### src/rtl/pwm_pkg.sv
package pwm_pkg;
   typedef enum logic [1:0] {
      PSC_DIV_A = 2'd0,
      PSC_DIV_B = 2'd1,
      PSC_DIV_C = 2'd2,
      PSC_DIV_D = 2'd3
   } psc_e;

   localparam logic SEL_PERIOD = 1'b0;
   localparam logic SEL_DUTY   = 1'b1;
endpackage

### src/rtl/pwm_regs.sv
module pwm_regs #(
   parameter int CNT_W = 16
) (
   input  logic             clk,
   input  logic             rst_n,
   input  logic             wr_en,
   input  logic             wr_sel,
   input  logic [CNT_W-1:0] wr_data,
   output logic [CNT_W-1:0] per_stg,
   output logic [CNT_W-1:0] duty_stg
);
   import pwm_pkg::*;

   always_ff @(posedge clk or negedge rst_n) begin
      if (!rst_n) begin
         per_stg  <= '0;
         duty_stg <= '0;
      end else if (wr_en) begin
         if (wr_sel == SEL_PERIOD) per_stg  <= wr_data;
         else                      duty_stg <= wr_data;
      end
   end
endmodule

### src/rtl/pwm_prescaler.sv
module pwm_prescaler #(
   parameter int DIV_B   = 8,
   parameter int DIV_C   = 64,
   parameter int DIV_D   = 256,
   parameter bit HAS_PSC = 1'b1
) (
   input  logic       clk,
   input  logic       rst_n,
   input  logic       run,
   input  logic [1:0] sel,
   output logic       tick
);
   import pwm_pkg::*;

   localparam int PSC_CW = (DIV_D > 2) ? $clog2(DIV_D) : 1;

   if (DIV_B < 1 || DIV_C < DIV_B || DIV_D < DIV_C) begin : g_bad_div
      $error("pwm_prescaler: divide ratios must be ascending and at least 1");
   end

   if (HAS_PSC) begin : g_div
      logic [PSC_CW-1:0] cnt_q;
      logic [PSC_CW-1:0] lim;

      always_comb begin
         unique case (psc_e'(sel))
            PSC_DIV_A: lim = '0;
            PSC_DIV_B: lim = PSC_CW'(DIV_B - 1);
            PSC_DIV_C: lim = PSC_CW'(DIV_C - 1);
            default:   lim = PSC_CW'(DIV_D - 1);
         endcase
      end

      assign tick = run && (cnt_q == lim);

      always_ff @(posedge clk or negedge rst_n) begin
         if (!rst_n)      cnt_q <= '0;
         else if (!run)   cnt_q <= '0;
         else if (tick)   cnt_q <= '0;
         else             cnt_q <= cnt_q + 1'b1;
      end
   end else begin : g_nodiv
      assign tick = run;
   end
endmodule

### src/rtl/pwm_timebase.sv
module pwm_timebase #(
   parameter int CNT_W = 16
) (
   input  logic             clk,
   input  logic             rst_n,
   input  logic             en,
   input  logic             start,
   input  logic             tick,
   input  logic [CNT_W-1:0] per_stg,
   input  logic [CNT_W-1:0] duty_stg,
   output logic [CNT_W-1:0] cnt_q,
   output logic [CNT_W-1:0] per_act,
   output logic [CNT_W-1:0] duty_act,
   output logic [CNT_W-1:0] cnt_d,
   output logic [CNT_W-1:0] duty_d,
   output logic             wrap
);
   logic [CNT_W-1:0] per_d;

   assign wrap = tick && (cnt_q == per_act);

   always_comb begin
      cnt_d  = cnt_q;
      per_d  = per_act;
      duty_d = duty_act;
      if (!en) begin
         cnt_d = '0;
      end else if (start || wrap) begin
         cnt_d  = '0;
         per_d  = per_stg;
         duty_d = duty_stg;
      end else if (tick) begin
         cnt_d = cnt_q + 1'b1;
      end
   end

   always_ff @(posedge clk or negedge rst_n) begin
      if (!rst_n) begin
         cnt_q    <= '0;
         per_act  <= '0;
         duty_act <= '0;
      end else begin
         cnt_q    <= cnt_d;
         per_act  <= per_d;
         duty_act <= duty_d;
      end
   end
endmodule

### src/rtl/pwm_compare.sv
module pwm_compare #(
   parameter int CNT_W = 16
) (
   input  logic             clk,
   input  logic             rst_n,
   input  logic             en,
   input  logic [CNT_W-1:0] cnt_d,
   input  logic [CNT_W-1:0] duty_d,
   output logic             out_q
);
   always_ff @(posedge clk or negedge rst_n) begin
      if (!rst_n) out_q <= 1'b0;
      else        out_q <= en && (cnt_d < duty_d);
   end
endmodule

### src/rtl/pwm_dbuf.sv
module pwm_dbuf #(
   parameter int CNT_W   = 16,
   parameter int DIV_B   = 8,
   parameter int DIV_C   = 64,
   parameter int DIV_D   = 256,
   parameter bit HAS_PSC = 1'b1
) (
   input  logic             clk,
   input  logic             rst_n,
   input  logic             en,
   input  logic [1:0]       psc_sel,
   input  logic             wr_en,
   input  logic             wr_sel,
   input  logic [CNT_W-1:0] wr_data,
   output logic             pwm_out
);
   if (CNT_W < 2) begin : g_bad_width
      $error("pwm_dbuf: CNT_W must be at least 2");
   end

   logic             en_q;
   logic             start;
   logic             tick;
   logic             wrap;
   logic [CNT_W-1:0] per_stg, duty_stg;
   logic [CNT_W-1:0] cnt_q, per_act, duty_act, cnt_d, duty_d;

   always_ff @(posedge clk or negedge rst_n) begin
      if (!rst_n) en_q <= 1'b0;
      else        en_q <= en;
   end

   assign start = en && !en_q;

   pwm_regs #(.CNT_W(CNT_W)) u_regs (
      .clk(clk), .rst_n(rst_n), .wr_en(wr_en), .wr_sel(wr_sel),
      .wr_data(wr_data), .per_stg(per_stg), .duty_stg(duty_stg)
   );

   pwm_prescaler #(.DIV_B(DIV_B), .DIV_C(DIV_C), .DIV_D(DIV_D), .HAS_PSC(HAS_PSC)) u_psc (
      .clk(clk), .rst_n(rst_n), .run(en && en_q), .sel(psc_sel), .tick(tick)
   );

   pwm_timebase #(.CNT_W(CNT_W)) u_tb (
      .clk(clk), .rst_n(rst_n), .en(en), .start(start), .tick(tick),
      .per_stg(per_stg), .duty_stg(duty_stg), .cnt_q(cnt_q),
      .per_act(per_act), .duty_act(duty_act), .cnt_d(cnt_d),
      .duty_d(duty_d), .wrap(wrap)
   );

   pwm_compare #(.CNT_W(CNT_W)) u_cmp (
      .clk(clk), .rst_n(rst_n), .en(en), .cnt_d(cnt_d),
      .duty_d(duty_d), .out_q(pwm_out)
   );
endmodule

### config.mk
export PLATFORM = sky130hd
export DESIGN_NAME = pwm_dbuf
export DESIGN_NICKNAME = d
export VERILOG_FILES = /design/src/rtl/pwm_pkg.sv /design/src/rtl/pwm_regs.sv /design/src/rtl/pwm_prescaler.sv /design/src/rtl/pwm_timebase.sv /design/src/rtl/pwm_compare.sv /design/src/rtl/pwm_dbuf.sv
export SDC_FILE = /design/constraint.sdc
export NUM_CORES = 1
export LEC_CHECK = 0
export CELL_PAD_IN_SITES_DETAIL_PLACEMENT = 0
export CELL_PAD_IN_SITES_GLOBAL_PLACEMENT = 2
export CORE_ASPECT_RATIO = 0.9
export CORE_MARGIN = 2
export CORE_UTILIZATION = 40
export CTS_CLUSTER_DIAMETER = 30
export CTS_CLUSTER_SIZE = 30
export DETAILED_ROUTE_END_ITERATION = 7
export GPL_ROUTABILITY_DRIVEN = 0
export GPL_TIMING_DRIVEN = 1
export PLACE_DENSITY_LB_ADDON = 0.25
export SLEW_MARGIN = 20
export SYNTH_ARGS = -nofsm -noshare
export SYNTH_HDL_FRONTEND = slang
export SYNTH_SLANG_ARGS = --single-unit
### constraint.sdc
create_clock -name clk -period 3.97 [get_ports clk]
set_input_delay 0.397 -clock clk [delete_from_list [all_inputs] [get_ports clk]]
set_output_delay 0.397 -clock clk [all_outputs]
set_load 0.05 [all_outputs]
==> flow_summary_export.csv <==
group,metric,value,unit
timing,setup-tns-final,0,ns
run,drv_cap,0,
logic_synthesis,synth_async_sr_flop_share,100,%
setup_path,cp.buffers_inverters,2,
logic_synthesis,postSynth.topFlopCell,"dfrtp_1",
clock_tree,clockRootBuffer,"clkbuf_16",
pwr,combinationalPowerShare,16.1,%
final_layout,final_layout_size_suffix_gt1_share,25.3,%
setup_path,crit_top_cell,"o21ai_0",
detailed_routing,wire_per_inst,16.3,µm
logic_synthesis,mappedNetlistNets,386,
grt,first_global_vias,2747,
setup_path,timing.critical_path.depth,14,
setup_path,critical_path_required,4.23,ns
setup_path,critical-path-max-stage-delay,0.57,ns
logic_synthesis,ys_types,37,
pwr,intPower,1.81,mW
clock_tree,cts_setup_buffers,0,
detailed_routing,drc,0,
pwr,net-switching-power,0.576,mW
final_layout,fillers,1005,
setup_path,crit_fanout,19,
worst_hold_path,worst_hold_path_type,"input pin to asynchronous set/reset pin",
timing,clock_skew,0.00579,ns
pwr,power_density,459,nW/µm²
pwr,seq_power_share,47.6,%
detailed_routing,dr.pass1.iters,4,
setup_path,r2r_start,"u_psc.g_div.cnt_q[3]$_DFF_PN0_",
final_layout,final_nets,426,
logic_synthesis,netlist.area_leader.share,50.8,%
timing,hold_violations,0,
pwr,power.total,2.38,mW
die,fp.dieArea,12000,µm²
setup_path,critical_path.endpoint,"u_cmp.out_q$_DFF_PN0_",
setup_path,r2r_setup_slack,0.53,ns
detailed_routing,viasPerCell,5.08,
timing,worst_slew_pin_slew,0.976,ns
placement,dp.final_hpwl,6270,µm
die,die_w,115,µm
grt,globalRouteOverflowTotal,0,
clock_tree,cts-buffers-inserted,9,
run_status,run_status,"completed",
grt,antenna_found_initial,0,
pwr,vdd.ir_drop.worst,0.000301,V
setup_path,classification_of_the_worst_setup_path,"input pin to flop",
clock_tree,cts-hold-fix-buffers,0,
logic_synthesis,synth-seq-area-share,50.8,%
setup_path,crit_end_element,"flop",
detailed_routing,routed_wl,8560,µm
logic_synthesis,synth-edff-count,0,
logic_synthesis,synth.ff_latch_count,90,
timing,drv_slew,0,
logic_synthesis,netlist_instances,346,
die,core_area,10800,µm²
timing,period_minus_slack,3.56,ns
logic_synthesis,synth_area_leaders,"dfrtp_1, mux2_2, mux2_4, xnor2_1, ha_1",
grt,wire_length_of_the_first_global_routing_pass,14400,µm
clock_tree,clkTransAtPathRegs,0.06,ns
grt,use_met1,23.3,%
clock_tree,numClockSinks,90,
clock_tree,ctsHtreeMaxLevel,3,
detailed_routing,drtIter0Drc,114,
clock_tree,ctsResizeCount,0,
logic_synthesis,synth.avg_cell_area,12.8,µm²
grt,gr-usage-met3,3.96,%
setup_path,worst_path_dominant_cell_family,"compound AO/OA/AOI/OAI gates",
clock_tree,clk_path_buf_depth,2,
setup_path,worst_r2r_path_depth,13,
timing,max_freq,0.281,GHz
pwr,power.share.switching,24.2,%
placement,portBuffers,23,
grt,grt_max_degree,74,
logic_synthesis,post_synth_instance_area,4440,µm²
setup_path,timing.rr.end,"u_cmp.out_q$_DFF_PN0_",
clock_tree,clk-insertion-delay-late,0.34,ns
timing,finalCritPeriodShare,89.6,%
pwr,p_leak,2.37,nW
logic_synthesis,synthDominantAreaCellType,"dfrtp_1",
detailed_routing,detailed_route_via_count,2663,
die,rows,36,
setup_path,critPathLaunchType,"input pin",
pwr,clockPowerShare,36.3,%
die,io_pins,24,
final_layout,commonest_non_fill_non_tap_cells_in_the_layout,"dfrtp_1, mux2_2, nor2_1",
grt,grt_use_met2,22.5,%
die,chipHeight,104,µm
grt,grt_util_overall,15.7,%
setup_path,crit_arrival,3.82,ns
timing,rsz0062_at_grt,"false",
final_layout,mostFrequentLayoutCell,"dfrtp_1",
logic_synthesis,ys.warnings.count,0,
final_layout,area_delta_synth_final,16.9,%
final_layout,diodes,0,
timing,fin_worst_hold_slack,0.187,ns
timing,slew_margin_rel,34.9,%
clock_tree,clock_tree_from_tritoncts,"done",
detailed_routing,drtAntennaViolNets,0,
setup_path,critical_path.slowest_cell,"or4_4",
grt,grt_busiest_layer,"met1",
die,initial_core_util,41.0,%
setup_path,worstPathCellList,"clkdlybuf4s50_1 > or4_4 > a221oi_4 > and2_1 > a21bo_4 > nand2_4 > buf_4 > mux2i_1 > ha_1 > a21oi_1 > o21ai_0 > a211oi_1 > nand4_1 > o21ai_0",
setup_path,critical_path.startpoint,"psc_sel[1]",
timing,setup_viol,0,
stage by stage:
step | utilization (%) | instance area, µm² | std cells | setup WS [ns]
floorplan | - | 4440 | 346 | 0.618
global placement | 45.2 | 4880 | 508 | 0.102
detailed placement | 45.2 | 4880 | 508 | 0.0911
CTS | 48.0 | 5190 | 524 | 0.437
global route | 48.0 | 5190 | 524 | 0.232
finish | 48.0 | 5190 | 524 | 0.411
cells in the mapped netlist, types with 2 or more instances:
| cell | instances |
|---|---|
| nand4_1 | 12 |
| nand3_1 | 12 |
| nand2_1 | 13 |
| buf_1 | 2 |
| nor2_1 | 30 |
| nor2b_1 | 2 |
| mux2i_1 | 15 |
| o21ai_0 | 4 |
| a21o_1 | 4 |
| clkbuf_1 | 2 |
| xnor2_1 | 28 |
| a211o_1 | 2 |
| mux2_2 | 39 |
| and3_1 | 8 |
| dfrtp_1 | 90 |
| xor2_1 | 7 |
| inv_1 | 4 |
| a211oi_1 | 2 |
| a21oi_1 | 7 |
| nor3_1 | 2 |
| mux2_4 | 25 |
| ha_1 | 17 |
| buf_2 | 2 |
| buf_6 | 4 |
registers in the layout (all words and copies together) (netlist names):
signal	cells
u_regs.duty_stg	16
u_regs.per_stg	16
u_tb.cnt_q	16
u_tb.duty_act	16
u_tb.per_act	16
u_psc.g_div.cnt_q	8
en_q	1
u_cmp.out_q	1
cells by family (layout without fill, tap and decap cells):
logic type	Yosys count	count (layout)	share of synthesized area, %
xor gates and xnor gates	35	35	6.91
AOI/OAI and AO/OA	24	24	4.12
adders and majority gates	17	17	4.79
muxes	79	79	21.7
buffers and inverters	14	59	1.92
DFF	90	90	50.8
and+or+nand+nor	87	87	9.76
worst min path at each step:
stage	startpoint	endpoint	slack (ns)	cells after the start
2_1_floorplan	rst_n	en_q$_DFF_PN0_	0.10	0
3_3_place_gp	u_psc.g_div.cnt_q[0]$_DFF_PN0_	u_psc.g_div.cnt_q[0]$_DFF_PN0_	0.47	1
3_5_place_dp	u_psc.g_div.cnt_q[0]$_DFF_PN0_	u_psc.g_div.cnt_q[0]$_DFF_PN0_	0.48	1
4_1_cts	rst_n	en_q$_DFF_PN0_	0.23	1
5_1_grt	rst_n	u_regs.duty_stg[0]$_DFFE_PN0P_	0.26	1
6_report	rst_n	u_psc.g_div.cnt_q[4]$_DFF_PN0_	0.19	1
power groups by stage:
stage	logic, mW	registers (mW)	clock network, mW
2_1_floorplan	0.285	1.12	0
3_3_place_gp	0.385	1.15	0
3_5_place_dp	0.393	1.15	0
4_1_cts	0.394	1.14	0.897
5_1_grt	0.425	1.15	0.934
6_report	0.384	1.13	0.866
routing by layer:
metal | share of wire [%] | vias to the layer above
li1 | - | 1310
met4 | 1.3 | 0
met5 | 0 | -
met1 | 50 | 1305
met3 | 3.8 | 10
met2 | 45 | 38
area by class of cell:
class                      count  area, µm²  area share, %
clock buffer                  13        260           5.02
inverter                       4       15.0          0.289
clock inverter                 3       47.5          0.916
multi-input combinational    242       2100           40.5
sequential                    90       2250           43.4
tap                          133        166           3.21
timing repair buffer          39        348           6.70
Note: power is estimated with default switching activity, not from simulation.
